File: config.mk
export PLATFORM = sky130hd
export DESIGN_NAME = moesi_line_ctrl
export DESIGN_NICKNAME = d
export VERILOG_FILES = /design/src/rtl/moesi_pkg.sv /design/src/rtl/moesi_line_store.sv /design/src/rtl/moesi_snoop_unit.sv /design/src/rtl/moesi_line_ctrl.sv
export SDC_FILE = /design/constraint.sdc
export NUM_CORES = 1
export LEC_CHECK = 0
export BUFFER_PORTS_ARGS = -buffer_cell sky130_fd_sc_hd__buf_4
export CORE_ASPECT_RATIO = 2
export CORE_MARGIN = 4
export CORE_UTILIZATION = 40
export DETAILED_ROUTE_END_ITERATION = 10
export PLACE_DENSITY_LB_ADDON = 0.05
export REMOVE_ABC_BUFFERS = 1
export SYNTH_ARGS = -nofsm -noshare
export SYNTH_HDL_FRONTEND = slang
export SYNTH_SLANG_ARGS = --single-unit
File: constraint.sdc
create_clock -name clk -period 6 [get_ports clk]
set_clock_uncertainty 0.1 [all_clocks]
set_input_delay 0.9 -clock clk [delete_from_list [all_inputs] [get_ports clk]]
set_output_delay 0.9 -clock clk [all_outputs]
set_load 0.05 [all_outputs]
File: src/rtl/moesi_pkg.sv
package moesi_pkg;

  typedef enum logic [2:0] {
    ST_I = 3'd0,
    ST_S = 3'd1,
    ST_E = 3'd2,
    ST_O = 3'd3,
    ST_M = 3'd4
  } line_st_e;

  typedef enum logic [2:0] {
    CMD_NONE     = 3'd0,
    CMD_RD       = 3'd1,
    CMD_RDX      = 3'd2,
    CMD_UPGR     = 3'd3,
    CMD_FLUSH    = 3'd4,
    CMD_FLUSHOPT = 3'd5,
    CMD_FLUSHWB  = 3'd6
  } bus_cmd_e;

  // state a line takes after observing another cache's command
  function automatic line_st_e snoop_next(line_st_e s, bus_cmd_e c);
    case (c)
      CMD_RD:   return (s == ST_M || s == ST_O) ? ST_O : (s == ST_E) ? ST_S : s;
      CMD_RDX,
      CMD_UPGR: return ST_I;
      default:  return s;
    endcase
  endfunction

  // data answer owed to another cache's command
  function automatic bus_cmd_e snoop_reply(line_st_e s, bus_cmd_e c);
    if (c != CMD_RD && c != CMD_RDX) return CMD_NONE;
    if (s == ST_M || s == ST_O)      return CMD_FLUSH;
    if (s == ST_E)                   return CMD_FLUSHOPT;
    return CMD_NONE;
  endfunction

  function automatic logic holds_dirty(line_st_e s);
    return (s == ST_M) || (s == ST_O);
  endfunction

  function automatic line_st_e read_fill_state(logic shared);
    return shared ? ST_S : ST_E;
  endfunction

endpackage

File: src/rtl/moesi_line_store.sv
module moesi_line_store
  import moesi_pkg::*;
#(
  parameter int IDXW = 2,
  parameter int TAGW = 6,
  parameter int DW   = 16
) (
  input  logic            clk,
  input  logic            rst_n,
  input  logic [IDXW-1:0] a_idx,
  output logic [TAGW-1:0] a_tag,
  output line_st_e        a_st,
  output logic [DW-1:0]   a_data,
  input  logic [IDXW-1:0] b_idx,
  output logic [TAGW-1:0] b_tag,
  output line_st_e        b_st,
  output logic [DW-1:0]   b_data,
  input  logic            we,
  input  logic [IDXW-1:0] w_idx,
  input  logic [TAGW-1:0] w_tag,
  input  line_st_e        w_st,
  input  logic            w_data_we,
  input  logic [DW-1:0]   w_data
);
  localparam int NL = 1 << IDXW;

  line_st_e        st_v  [NL];
  logic [TAGW-1:0] tag_v [NL];
  logic [DW-1:0]   dat_v [NL];

  for (genvar l = 0; l < NL; l++) begin : g_line
    line_st_e        st_r;
    logic [TAGW-1:0] tag_r;
    logic [DW-1:0]   dat_r;
    wire             sel = we && (w_idx == IDXW'(l));

    always_ff @(posedge clk or negedge rst_n) begin
      if (!rst_n)   st_r <= ST_I;
      else if (sel) st_r <= w_st;
    end

    always_ff @(posedge clk) begin
      if (sel)              tag_r <= w_tag;
      if (sel && w_data_we) dat_r <= w_data;
    end

    assign st_v[l]  = st_r;
    assign tag_v[l] = tag_r;
    assign dat_v[l] = dat_r;
  end

  assign a_st   = st_v[a_idx];
  assign a_tag  = tag_v[a_idx];
  assign a_data = dat_v[a_idx];
  assign b_st   = st_v[b_idx];
  assign b_tag  = tag_v[b_idx];
  assign b_data = dat_v[b_idx];
endmodule

File: src/rtl/moesi_snoop_unit.sv
module moesi_snoop_unit
  import moesi_pkg::*;
#(
  parameter int AW   = 8,
  parameter int IDXW = 2,
  parameter int DW   = 16
) (
  input  logic          clk,
  input  logic          rst_n,
  input  logic          snp_valid,
  input  bus_cmd_e      snp_cmd,
  input  logic [AW-1:0] snp_addr,
  input  line_st_e      line_st,
  input  logic [AW-IDXW-1:0] line_tag,
  input  logic [DW-1:0] line_data,
  output logic          copies,
  output logic          upd,
  output line_st_e      upd_st,
  output logic          flush_valid,
  output bus_cmd_e      flush_cmd,
  output logic [AW-1:0] flush_addr,
  output logic [DW-1:0] flush_data
);
  logic     s_hit;
  bus_cmd_e reply;

  assign s_hit  = snp_valid && (line_st != ST_I) && (line_tag == snp_addr[AW-1:IDXW]);
  assign reply  = snoop_reply(line_st, snp_cmd);
  assign upd_st = snoop_next(line_st, snp_cmd);
  assign upd    = s_hit && (upd_st != line_st);
  assign copies = s_hit && (snp_cmd == CMD_RD);

  always_ff @(posedge clk or negedge rst_n) begin
    if (!rst_n) begin
      flush_valid <= 1'b0;
      flush_cmd   <= CMD_NONE;
      flush_addr  <= '0;
      flush_data  <= '0;
    end else begin
      flush_valid <= s_hit && (reply != CMD_NONE);
      if (s_hit && (reply != CMD_NONE)) begin
        flush_cmd  <= reply;
        flush_addr <= snp_addr;
        flush_data <= line_data;
      end
    end
  end
endmodule

File: src/rtl/moesi_line_ctrl.sv
module moesi_line_ctrl
  import moesi_pkg::*;
#(
  parameter int AW   = 8,
  parameter int IDXW = 2,
  parameter int DW   = 16
) (
  input  logic          clk,
  input  logic          rst_n,
  input  logic          pr_valid,
  input  logic          pr_write,
  input  logic [AW-1:0] pr_addr,
  input  logic [DW-1:0] pr_wdata,
  output logic          pr_done,
  output logic [DW-1:0] pr_rdata,
  output logic          bus_req,
  output logic [2:0]    bus_req_cmd,
  output logic [AW-1:0] bus_req_addr,
  output logic [DW-1:0] bus_req_data,
  input  logic          bus_gnt,
  input  logic          snp_valid,
  input  logic [2:0]    snp_cmd,
  input  logic [AW-1:0] snp_addr,
  input  logic [DW-1:0] snp_data,
  output logic          copies_out,
  input  logic          copies_in,
  input  logic          mem_resp_valid,
  input  logic [DW-1:0] mem_resp_data,
  output logic          flush_valid,
  output logic [2:0]    flush_cmd,
  output logic [AW-1:0] flush_addr,
  output logic [DW-1:0] flush_data
);
  localparam int TAGW = AW - IDXW;

  typedef enum logic [2:0] {F_IDLE, F_LOOK, F_WB, F_REQ, F_WAIT, F_FILL} fsm_e;

  fsm_e          fsm, fsm_nx;
  logic          rq_write, fill_shared;
  logic [AW-1:0] rq_addr;
  logic [DW-1:0] rq_wdata, fill_data;

  bus_cmd_e        s_cmd, f_cmd;
  logic [IDXW-1:0] p_idx;
  logic [TAGW-1:0] p_tag, p_tag_r, s_tag_r;
  line_st_e        p_st, s_st, snp_st;
  logic [DW-1:0]   p_data, s_data;
  logic            snp_upd;

  assign s_cmd = bus_cmd_e'(snp_cmd);
  assign p_idx = rq_addr[IDXW-1:0];
  assign p_tag = rq_addr[AW-1:IDXW];

  // named events for the checker
  logic p_hit, victim_dirty, want_upgr, granted;
  logic ev_wb_grant, ev_fill_flush, ev_fill_mem, ev_fill_cap;
  bus_cmd_e want_cmd;

  assign p_hit        = (p_st != ST_I) && (p_tag_r == p_tag);
  assign victim_dirty = holds_dirty(p_st) && (p_tag_r != p_tag);
  assign want_upgr    = rq_write && p_hit && (p_st == ST_S || p_st == ST_O);
  assign want_cmd     = !rq_write ? CMD_RD : (want_upgr ? CMD_UPGR : CMD_RDX);
  assign bus_req      = (fsm == F_REQ) || (fsm == F_WB && victim_dirty);
  assign bus_req_cmd  = !bus_req ? CMD_NONE : (fsm == F_WB ? CMD_FLUSHWB : want_cmd);
  assign bus_req_addr = (fsm == F_WB) ? {p_tag_r, p_idx} : rq_addr;
  assign bus_req_data = (fsm == F_WB) ? p_data : '0;
  assign granted      = bus_req && bus_gnt && !snp_valid;
  assign ev_wb_grant  = granted && (fsm == F_WB);
  assign ev_fill_flush = (fsm == F_WAIT) && snp_valid && (snp_addr == rq_addr)
                         && (s_cmd == CMD_FLUSH || s_cmd == CMD_FLUSHOPT);
  assign ev_fill_mem  = (fsm == F_WAIT) && !ev_fill_flush && mem_resp_valid;
  assign ev_fill_cap  = ev_fill_flush || ev_fill_mem;

  moesi_line_store #(.IDXW(IDXW), .TAGW(TAGW), .DW(DW)) u_store (
    .clk, .rst_n,
    .a_idx(p_idx), .a_tag(p_tag_r), .a_st(p_st), .a_data(p_data),
    .b_idx(snp_addr[IDXW-1:0]), .b_tag(s_tag_r), .b_st(s_st), .b_data(s_data),
    .we(w_en), .w_idx(w_idx), .w_tag(w_tag), .w_st(w_st),
    .w_data_we(w_data_we), .w_data(w_data)
  );

  moesi_snoop_unit #(.AW(AW), .IDXW(IDXW), .DW(DW)) u_snoop (
    .clk, .rst_n,
    .snp_valid, .snp_cmd(s_cmd), .snp_addr,
    .line_st(s_st), .line_tag(s_tag_r), .line_data(s_data),
    .copies(copies_out), .upd(snp_upd), .upd_st(snp_st),
    .flush_valid, .flush_cmd(f_cmd), .flush_addr, .flush_data
  );
  assign flush_cmd = f_cmd;

  // processor-side write request; every branch requires a quiet snoop bus
  logic          f_we, f_data_we, done_now;
  logic [TAGW-1:0] f_tag;
  line_st_e      f_st;
  logic [DW-1:0] f_data, done_data;

  always_comb begin
    fsm_nx = fsm;
    f_we = 1'b0; f_data_we = 1'b0; f_tag = p_tag; f_st = ST_I; f_data = rq_wdata;
    done_now = 1'b0; done_data = rq_wdata;
    case (fsm)
      F_IDLE: if (pr_valid) fsm_nx = F_LOOK;
      F_LOOK: if (!snp_valid) begin
        if (p_hit && !rq_write) begin
          done_now = 1'b1; done_data = p_data; fsm_nx = F_IDLE;
        end else if (p_hit && (p_st == ST_E || p_st == ST_M)) begin
          f_we = 1'b1; f_data_we = 1'b1; f_st = ST_M;
          done_now = 1'b1; fsm_nx = F_IDLE;
        end else begin
          fsm_nx = (!p_hit && victim_dirty) ? F_WB : F_REQ;
        end
      end
      F_WB: if (!victim_dirty) fsm_nx = F_REQ;
            else if (granted) begin
              f_we = 1'b1; f_tag = p_tag_r; f_st = ST_I; fsm_nx = F_REQ;
            end
      F_REQ: if (granted) begin
        if (want_cmd == CMD_UPGR) begin
          f_we = 1'b1; f_data_we = 1'b1; f_st = ST_M;
          done_now = 1'b1; fsm_nx = F_IDLE;
        end else fsm_nx = F_WAIT;
      end
      F_WAIT: if (ev_fill_cap) fsm_nx = F_FILL;
      F_FILL: if (!snp_valid) begin
        f_we = 1'b1; f_data_we = 1'b1;
        f_st   = rq_write ? ST_M : read_fill_state(fill_shared);
        f_data = rq_write ? rq_wdata : fill_data;
        done_now = 1'b1; done_data = f_data; fsm_nx = F_IDLE;
      end
      default: fsm_nx = F_IDLE;
    endcase
  end

  logic            w_en, w_data_we;
  logic [IDXW-1:0] w_idx;
  logic [TAGW-1:0] w_tag;
  line_st_e        w_st;
  logic [DW-1:0]   w_data;

  assign w_en      = snp_upd || f_we;
  assign w_idx     = snp_upd ? snp_addr[IDXW-1:0] : p_idx;
  assign w_tag     = snp_upd ? s_tag_r : f_tag;
  assign w_st      = snp_upd ? snp_st : f_st;
  assign w_data_we = !snp_upd && f_data_we;
  assign w_data    = f_data;

  always_ff @(posedge clk or negedge rst_n) begin
    if (!rst_n) begin
      fsm <= F_IDLE;
      rq_write <= 1'b0; rq_addr <= '0; rq_wdata <= '0;
      fill_data <= '0; fill_shared <= 1'b0;
      pr_done <= 1'b0; pr_rdata <= '0;
    end else begin
      fsm     <= fsm_nx;
      pr_done <= done_now;
      if (done_now) pr_rdata <= done_data;
      if (fsm == F_IDLE && pr_valid) begin
        rq_write <= pr_write; rq_addr <= pr_addr; rq_wdata <= pr_wdata;
      end
      if (ev_fill_cap) begin
        fill_data   <= ev_fill_flush ? snp_data : mem_resp_data;
        fill_shared <= ev_fill_flush || copies_in;
      end
    end
  end
endmodule

==> results of run 1 <==
final cells by class:
cell class	count	area (sq um)	share of cell area [%]
clock buffer	17	425	3.65
clock inverter	15	216	1.86
inverter	13	48.8	0.419
multi-input combinational	449	4230	36.3
sequential	189	5170	44.4
tap	287	359	3.08
timing repair buffer	159	1190	10.2
logic make-up (layout without fill, tap and decap cells):
group / Yosys count / after routing
other: 1 / 1
multiplexers: 172 / 172
buffers and inverters: 56 / 204
AND/OR/NAND/NOR: 146 / 146
AO/OA/AOI/OAI: 105 / 105
XOR/XNOR: 25 / 25
flip-flops: 189 / 189
metrics by stage:
stage | area (sq um) | power, mW
5_1_grt | 11600 | 5.19
4_1_cts | 11600 | 5.00
3_3_place_gp | 11000 | 3.71
2_1_floorplan | 9410 | 3.11
3_5_place_dp | 11000 | 3.74
6_report | 11600 | 4.96
flip-flops by register name, summed over array words and instances, names as in the netlist:
name / cells
pr_rdata: 16
u_store.g_line.dat_r: 64
u_snoop.flush_addr: 8
u_snoop.flush_data: 16
pr_done: 1
fill_shared: 1
rq_write: 1
fill_data: 16
u_store.g_line.tag_r: 24
rq_wdata: 16
fsm: 3
u_store.g_line.st_r: 12
u_snoop.flush_valid: 1
rq_addr: 8
u_snoop.flush_cmd: 2
cells in the mapped netlist, types with 10 or more instances:
cell type	count	share of area (%)
dfrtp_1	101	26
edfxtp_1	88	27
nand2_1	62	2.4
mux2_2	52	6.1
mux4_2	45	11
mux2i_1	38	4.0
mux2_1	36	4.2
clkbuf_1	25	0.97
o21ai_0	23	1.2
xnor2_1	22	2.0
o22ai_1	19	1.2
and2_1	17	1.1
nor2_1	17	0.66
o21ai_1	14	0.73
inv_1	13	0.51
o221ai_2	10	1.6
worst max path at each step:
stage,to,slack [ns],cells past startpoint
5_1_grt,bus_req_cmd[1],0.84,8
3_5_place_dp,u_store.g_line[3].dat_r[7],1.39,7
4_1_cts,bus_req_cmd[1],1.08,8
2_1_floorplan,bus_req_cmd[1],0.25,6
3_3_place_gp,u_store.g_line[3].dat_r[15],1.46,7
6_report,bus_req_cmd[1],1.12,8
power by group through the flow:
stage	clock [mW]	combinational, mW	sequential, mW
after global routing	1.32	1.91	1.96
after detailed placement	0	1.80	1.94
after global placement	0	1.78	1.93
final	1.25	1.79	1.92
after CTS	1.28	1.81	1.92
after floorplan	0	1.09	2.02
per-layer routing:
| layer | vias to the layer above | global-route usage [%] | wire length [um] |
|---|---|---|---|
| met2 | 213 | 41.3 | 15900 |
| met5 | - | 0 | 0 |
| li1 | 2916 | - | - |
| met3 | 46 | 4.43 | 1320 |
| met4 | 0 | 9.17 | 969 |
| met1 | 3313 | 23.1 | 10100 |
==> reports/qor.csv, run 1 <==
stage,metric,value,unit
sta,WHS,0.375,ns
finish,Final Net Count,904,
placed_design,GP Congestion,0.847,
placed_design,number of port buffers,147,
sta,final setup violation count,0,
synth,asr flop ratio synth,53.4,%
critical_path,worst reg2reg startpoint,rq_addr[0],
clocking,root buf cell,clkbuf_16,
synth,post-synthesis simple-gate area fraction,7.80,%
floorplan,Die H,227,um
synth,area of the mapped netlist,0.00963,sq mm
clocking,Max H-tree Level,4,
power,Reg power frac,38.7,%
synth,count of cell types in the netlist,59,
sta,min cycle time layout,4.88,ns
power,sw frac,37.5,%
finish,n_diodes,0,
clocking,CTS tree,yes,
power,combinational power share,36.1,%
run,max-cap violations,0,
placed_design,Placed Cells,1097,
critical_path,Crit. Startpoint,rq_addr[0],
critical_path,CP most frequent cell,buf_4,
routing,antenna violation net count after detailed routing,0,
critical_path,Buf/Inv on CP,2,
clocking,CTS sink cnt,189,
synth,synthesized instance count,694,
synth,YS warnings,0,
floorplan,Die X,118,um
finish,share of post-route cells with drive strength above 1,37.6,%
synth,post-synthesis mux area share,25.0,%
clocking,CTS resizes,0,
critical_path,Crit Path Max Fanout,20,
global_routing,number of global-route vias before repair,7115,
routing,Remaining DRCs,0,
synth,Post-Synth Adder-Cell Area,0,%
routing,final wirelength,28300,um
critical_path,R2R depth,8,
critical_path,Crit-path slowest cell,dfrtp_2,
sta,setup TNS,0,ns
routing,total number of vias,6488,
critical_path,CP arrival,3.88,ns
synth,post-synthesis register bit count,189,
global_routing,antenna violations before repair,0,
clocking,clk buf depth,2,
placed_design,DP Wirelength,20100,um
synth,Post-Synth XOR/XNOR Area,2.27,%
floorplan,Starting Density,40.4,%
synth,number of synthesized flops with an enable pin,88,
run_status,outcome,"complete, no violations",
synth,Compound-Gate Fraction of Synth Area,8.38,%
clocking,hold-fix buffers at CTS,0,
sta,fin worst setup slack,1.12,ns
clocking,Skew-Pair Late Insertion Delay,0.45,ns
power,LEAKAGE,4.71,nW
finish,Layout area overhead,21.0,%
finish,"commonest non-fill, non-tap cell in the layout",buf_4,
worst_hold_path,Worst Hold End,u_snoop.flush_cmd[2],
floorplan,io pins,149,
clocking,Worst-path clk slew,0.07,ns
global_routing,first-pass GRT wire length,43100,um
power,Peak supply drop,0.000229,V
sta,Max-Slew Margin vs Limit,17.9,%
worst_hold_path,WHS Path Cells,1,
synth,"Avg Cell Area, Syn",13.9,sq um
global_routing,largest net degree at the start of global routing,70,
synth,sequential cell area fraction in the yosys report,53.7,%
routing,drt first pass iters,5,
routing,DR iter-0 viols,311,
critical_path,CP Cell Sequence,"buf_4, mux4_2, xnor2_1, nand2_1, o21ai_0, a21boi_0, o21a_1, buf_4",
sta,Final Hold Fails,0,
critical_path,CP required,5.00,ns
critical_path,Crit path largest cell delay,0.84,ns
sta,final period utilization,81.3,%
clocking,TritonCTS buffer count,17,
power,switching power,1.86,mW
finish,Layout fillers,2159,
critical_path,CP endpoint kind,output port,
worst_hold_path,hold_sp,u_snoop.flush_cmd[2],
critical_path,reg2reg end,u_store.g_line[3].dat_r[13],
critical_path,reg2reg setup slack,1.63,ns
finish,post-route insts no fill,1129,
sta,Least-Margin Pin Slew,1.23,ns
floorplan,die area,0.0268,sq mm
routing,wire per inst,25.1,um
clocking,setup bufs post-CTS,0,
global_routing,grt ovf,0,
routing,vias per cell,5.75,
placed_design,dpl ws,1.39,ns
critical_path,Setup CP Type,reg2out,
finish,most frequent cells in the layout,"buf_4 (159), dfrtp_1 (99), edfxtp_1 (88)",
critical_path,CP top delay family,compound AO/OA/AOI/OAI gates,
power,Power Density,426,mW/mm^2
sta,fmax,0.205,GHz
sta,unrepaired setup endpoints after global routing,no,
worst_hold_path,Hold WC Path Type,reg2reg,
critical_path,CP Launch Type,flop,
synth,largest family of logic cells by synthesized area,multiplexers,
floorplan,Core Box Area,0.0238,sq mm
power,Internal,3.10,mW
floorplan,Cell Rows,80,
synth,Synth Flop Type,dfrtp_1,
global_routing,GRT Util Overall,21.7,%
power,clock network fraction of total power,25.3,%
sta,count of final max-slew check failures,0,
finish,post-layout util,48.9,%
Note: power is estimated with default switching activity, not from simulation.
==> run 2, diff against run 1 <==
==> constraint.sdc (replaced) <==
create_clock -name clk -period 4.35 [get_ports clk]
set_clock_uncertainty 0.1 [all_clocks]
set_input_delay 0.6525 -clock clk [delete_from_list [all_inputs] [get_ports clk]]
set_output_delay 0.6525 -clock clk [all_outputs]
set_load 0.05 [all_outputs]
==> run 2 against run 1 <==
Clock-buffer cell count grew 7. Routed wire length is 0.58% higher. Final cell count up 1.5%. Non-clock buffer count rose by 17. First-iteration DRC count is 4.5% lower. Sequential cell count unchanged. Hold slack worse by 0.15 ns. Die area unchanged. Largest power group unchanged. Critical path depth did not move.
==> reports/qor.csv, run 2 (synthesis results as in run 1) <==
stage,metric,value,unit
clocking,Skew-Pair Late Insertion Delay,0.44,ns
clocking,TritonCTS buffer count,17,
floorplan,io pins,149,
routing,wire per inst,24.8,um
finish,"commonest non-fill, non-tap cell in the layout",buf_4,
sta,fin worst setup slack,0.298,ns
floorplan,Cell Rows,80,
sta,final setup violation count,0,
clocking,clk buf depth,2,
finish,multi-input logic area,0.00423,sq mm
sta,Least-Margin Pin Slew,0.903,ns
sta,min cycle time layout,4.05,ns
power,Design Power,6.78,mW
clocking,CTS tree,yes,
critical_path,CP Cell Sequence,"buf_4, mux4_2, xnor2_1, nand2_1, o21ai_1, a21boi_0, o21a_1, buf_4",
placed_design,GP Congestion,0.859,
global_routing,largest net degree at the start of global routing,63,
global_routing,first-pass GRT wire length,43600,um
placed_design,number of port buffers,147,
routing,final wirelength,28500,um
critical_path,Setup CP Type,reg2out,
global_routing,antenna violations before repair,0,
routing,drt first pass iters,4,
critical_path,CP Launch Type,flop,
placed_design,Post-DP Area,0.0111,sq mm
sta,fmax,0.247,GHz
sta,final period utilization,93.2,%
routing,vias per cell,5.76,
routing,total number of vias,6597,
power,Power Density,576,mW/mm^2
clocking,root buf cell,clkbuf_16,
power,Peak supply drop,0.000324,V
clocking,Worst-path clk slew,0.07,ns
critical_path,CP required,3.60,ns
critical_path,CP most frequent cell,buf_4,
global_routing,number of global-route vias before repair,7136,
finish,max FFs per register,64,
global_routing,grt ovf,0,
sta,count of final max-slew check failures,0,
sta,Max-Slew Margin vs Limit,39.8,%
finish,Layout area overhead,22.3,%
finish,n_diodes,0,
run,max-cap violations,0,
floorplan,die area,0.0268,sq mm
floorplan,Starting Density,40.4,%
routing,DR iter-0 viols,297,
power,LEAKAGE,4.80,nW
placed_design,DP Wirelength,20800,um
routing,antenna violation net count after detailed routing,0,
critical_path,Crit Path Max Fanout,10,
finish,share of post-route cells with drive strength above 1,39.1,%
sta,setup TNS,0,ns
worst_hold_path,Hold WC Path Type,in2async,
critical_path,CP arrival,3.30,ns
run_status,outcome,"complete, no violations",
critical_path,CP endpoint kind,output port,
finish,Layout fillers,2136,
finish,most frequent cells in the layout,"buf_4 (175), dfrtp_1 (99), edfxtp_1 (88)",
critical_path,Crit-path slowest cell,dfrtp_2,
routing,Remaining DRCs,0,
sta,Final Hold Fails,0,
finish,"Most flops, register",u_store.g_line.dat_r,
sta,WHS,0.224,ns
finish,final instance area,0.0118,sq mm
finish,register area,0.00517,sq mm
clocking,hold-fix buffers at CTS,0,
sta,unrepaired setup endpoints after global routing,no,
floorplan,Die X,118,um
finish,Final Net Count,921,
finish,biggest regs,"u_store.g_line.dat_r x64, u_store.g_line.tag_r x24",
critical_path,Crit path largest cell delay,0.63,ns
global_routing,GRT Util Overall,21.8,%
clocking,CTS sink cnt,189,
floorplan,Die H,227,um
clocking,Max H-tree Level,4,
floorplan,Core Box Area,0.0238,sq mm
placed_design,dpl ws,0.539,ns
## run 2: layer usage
metal	part of all wire [%]	routed length, um	global-route usage (%)	up-vias
met1	36	10200	23.4	3400
met4	2.5	722	7.20	0
li1	-	-	-	2957
met3	4.3	1220	4.53	40
met2	57	16300	42.4	200
met5	0	0	0	-
## run 2: report_power, final
group | switching, mW | leakage, nW | internal, mW | total (mW)
clock | 0.709 | 0.309 | 0.915 | 1.62
sequential | 0.356 | 2.12 | 2.25 | 2.60
combinational | 1.51 | 2.38 | 1.03 | 2.55
## run 2: final timing paths
path	depth (start not counted)	endpoint	slack (ns)	from
worst max-delay path	8	bus_req_cmd[1]	0.30	rq_addr[0]
worst min-delay path	1	pr_rdata[8]	0.22	rst_n
worst max register to register	9	u_store.g_line[0].dat_r[3]	0.78	rq_addr[0]
worst min register to register	1	u_snoop.flush_cmd[2]	0.38	u_snoop.flush_cmd[2]
max in group asynchronous	2	rq_wdata[1]	2.99	rst_n
min in group clk	3	fill_data[3]	0.31	snp_data[3]
## run 2: timing repair
item,CTS,global route
gates resized for setup,0,1
setup buffers,0,0
endpoints found under the setup margin,0,1
## run 2: cell type report
cell class                 instances  share of cell area (%)
clock buffer                      24                    4.76
clock inverter                     8                   0.542
inverter                          13                   0.415
multi-input combinational        449                    35.9
sequential                       189                    44.0
tap                              287                    3.05
timing repair buffer             176                    11.3
## run 2: per-stage QoR
| stage | util (%) | cells |
|---|---|---|
| after floorplan | - | 651 |
| after global placement | 46.8 | 1114 |
| after detailed placement | 46.8 | 1114 |
| after CTS | 49.4 | 1146 |
| after global routing | 49.4 | 1146 |
| final | 49.4 | 1146 |
## run 2: worst max-delay path, delay by kind of cell, from the launching register on
family,cells,cell delay [ns]
AO/OA/AOI/OAI,3,0.84
XOR/XNOR,1,0.15
buffers and inverters,2,0.46
flip-flops,1,0.63
multiplexers,1,0.56
AND/OR/NAND/NOR,1,0.21
==> run 3, diff against run 2 <==
--- a/config.mk
+++ b/config.mk
@@ -6,6 +6,8 @@
 export NUM_CORES = 1
 export LEC_CHECK = 0
 export BUFFER_PORTS_ARGS = -buffer_cell sky130_fd_sc_hd__buf_4
+export CELL_PAD_IN_SITES_DETAIL_PLACEMENT = 1
+export CELL_PAD_IN_SITES_GLOBAL_PLACEMENT = 1
 export CORE_ASPECT_RATIO = 2
 export CORE_MARGIN = 4
 export CORE_UTILIZATION = 40
==> run 3 against run 2 <==
Routed wire length grew 7.4%. Setup slack gained 0.066 ns. Global-route usage grew 1.5 points. Sequential cell count is the same. Critical path depth is the same. Utilization grew 0.068 points. Critical path type unchanged. Largest power group unchanged.
==> reports/qor.csv, run 3 (synthesis results as in run 1) <==
stage,metric,value,unit
global_routing,met3 GRT Util,4.23,%
placed_design,number of port buffers,147,
critical_path,CP Launch Type,flop,
routing,DR iter-0 viols,307,
global_routing,GRT Util Overall,23.3,%
clocking,root buf cell,clkbuf_16,
routing,total number of vias,6627,
power,LEAKAGE,4.80,nW
floorplan,Starting Density,40.4,%
placed_design,GP Congestion,0.857,
sta,count of final max-slew check failures,0,
clocking,setup bufs post-CTS,0,
critical_path,CP required,3.60,ns
placed_design,dpl ws,0.506,ns
critical_path,CP endpoint kind,output port,
global_routing,largest net degree at the start of global routing,48,
sta,Least-Margin Pin Slew,0.796,ns
routing,antenna violation net count after detailed routing,0,
placed_design,DP Wirelength,22200,um
floorplan,Die H,227,um
worst_hold_path,Hold WC Path Type,in2async,
run_status,outcome,"complete, no violations",
sta,final period utilization,91.6,%
finish,final instance area,0.0118,sq mm
clocking,CTS sink cnt,189,
placed_design,Placed Cells,1116,
finish,Layout fillers,2414,
finish,post-route insts no fill,1148,
finish,most frequent cells in the layout,"buf_4 (177), dfrtp_1 (99), edfxtp_1 (88)",
floorplan,die area,0.0268,sq mm
clocking,CTS tree,yes,
global_routing,antenna violations before repair,0,
sta,WHS,0.135,ns
clocking,Skew-Pair Late Insertion Delay,0.44,ns
global_routing,first-pass GRT wire length,46100,um
global_routing,routing usage on met1,23.1,%
sta,min cycle time layout,3.99,ns
sta,unrepaired setup endpoints after global routing,no,
routing,vias per cell,5.77,
finish,post-layout util,49.5,%
critical_path,Setup CP Type,reg2out,
critical_path,Crit Path Max Fanout,12,
clocking,hold-fix buffers at CTS,0,
sta,Max-Slew Margin vs Limit,46.9,%
finish,n_diodes,0,
sta,fmax,0.251,GHz
power,Design Power,6.87,mW
global_routing,number of global-route vias before repair,7507,
floorplan,Cell Rows,80,
floorplan,Die X,118,um
global_routing,met2 usage,47.3,%
global_routing,grt ovf,0,
floorplan,io pins,149,
sta,Final Hold Fails,0,
finish,"commonest non-fill, non-tap cell in the layout",buf_4,
sta,fin worst setup slack,0.364,ns
global_routing,Top Usage Layer GRT,met2,
routing,final wirelength,30600,um
finish,share of post-route cells with drive strength above 1,39.1,%
routing,Remaining DRCs,0,
finish,"Most flops, register",u_store.g_line.dat_r,
clocking,Max H-tree Level,4,
power,Peak supply drop,0.000373,V
clocking,TritonCTS buffer count,17,
sta,final setup violation count,0,
finish,biggest regs,"u_store.g_line.dat_r x64, u_store.g_line.tag_r x24",
placed_design,Post-DP Area,0.0112,sq mm
finish,Final Net Count,923,
floorplan,Core Box Area,0.0238,sq mm
sta,setup TNS,0,ns
routing,wire per inst,26.6,um
clocking,clk buf depth,2,
clocking,CTS resizes,0,
finish,max FFs per register,64,
clocking,Worst-path clk slew,0.07,ns
run,max-cap violations,0,
power,Power Density,583,mW/mm^2
finish,Layout area overhead,22.4,%
routing,drt first pass iters,4,
critical_path,CP arrival,3.23,ns
==> run 3: cell types whose count changed in the layout (fill, tap and decap cells not counted) <==
cell,change
clkbuf_16,-4
bufinv_16,+3
buf_4,+2
clkinvlp_4,+2
clkbuf_4,-1
clkbuf_8,-1
clkinv_1,+1
clkinv_2,-1
clkinv_8,+1
inv_6,-1
inv_8,+1
o21ai_0,+1
o21ai_1,-1
==> run 3: layer usage <==
metal	vias to the layer above	wire, um	share of wire [%]
met1	3451	10400	34
li1	2960	-	-
met5	-	0	0
met3	42	1220	4.0
met4	0	954	3.1
met2	174	18000	59
==> run 3: worst paths after layout <==
kind	start	end	slack, ns	depth (start not counted)
max	rq_addr[0]	bus_req_cmd[1]	0.36	8
min	rst_n	rq_wdata[12]	0.13	1
max reg2reg	rq_addr[0]	u_store.g_line[0].dat_r[10]	0.73	9
min reg2reg	u_snoop.flush_cmd[2]	u_snoop.flush_cmd[2]	0.38	1
max in group asynchronous	rst_n	pr_rdata[9]	3.10	2
min in group clk	snp_data[7]	fill_data[7]	0.31	3
==> run 3: area by class of cell <==
| type | count | area (sq um) | share of cell area [%] |
|---|---|---|---|
| multi-input cells | 449 | 4230 | 35.9 |
| inverters | 13 | 48.8 | 0.414 |
| clock inverters | 14 | 186 | 1.58 |
| well taps | 287 | 359 | 3.05 |
| clock buffers | 18 | 439 | 3.73 |
| flip-flops and latches | 189 | 5170 | 43.9 |
| repair buffers | 178 | 1350 | 11.4 |
==> run 3: power by group <==
| group | total, mW | switching, mW | leakage [nW] | internal (mW) |
|---|---|---|---|---|
| combinational | 2.59 | 1.56 | 2.38 | 1.04 |
| sequential | 2.62 | 0.368 | 2.12 | 2.25 |
| clock | 1.66 | 0.727 | 0.297 | 0.933 |
| total | 6.87 | 2.65 | 4.80 | 4.22 |
==> run 3: worst max-delay path, stage by stage, from the launching register on <==
cell and delay, ns:
dfrtp_2 0.65, buf_4 0.29, mux4_2 0.56, xnor2_1 0.16, nand2_1 0.16, o21ai_0 0.39
a21boi_0 0.23, o21a_1 0.15, buf_4 0.18
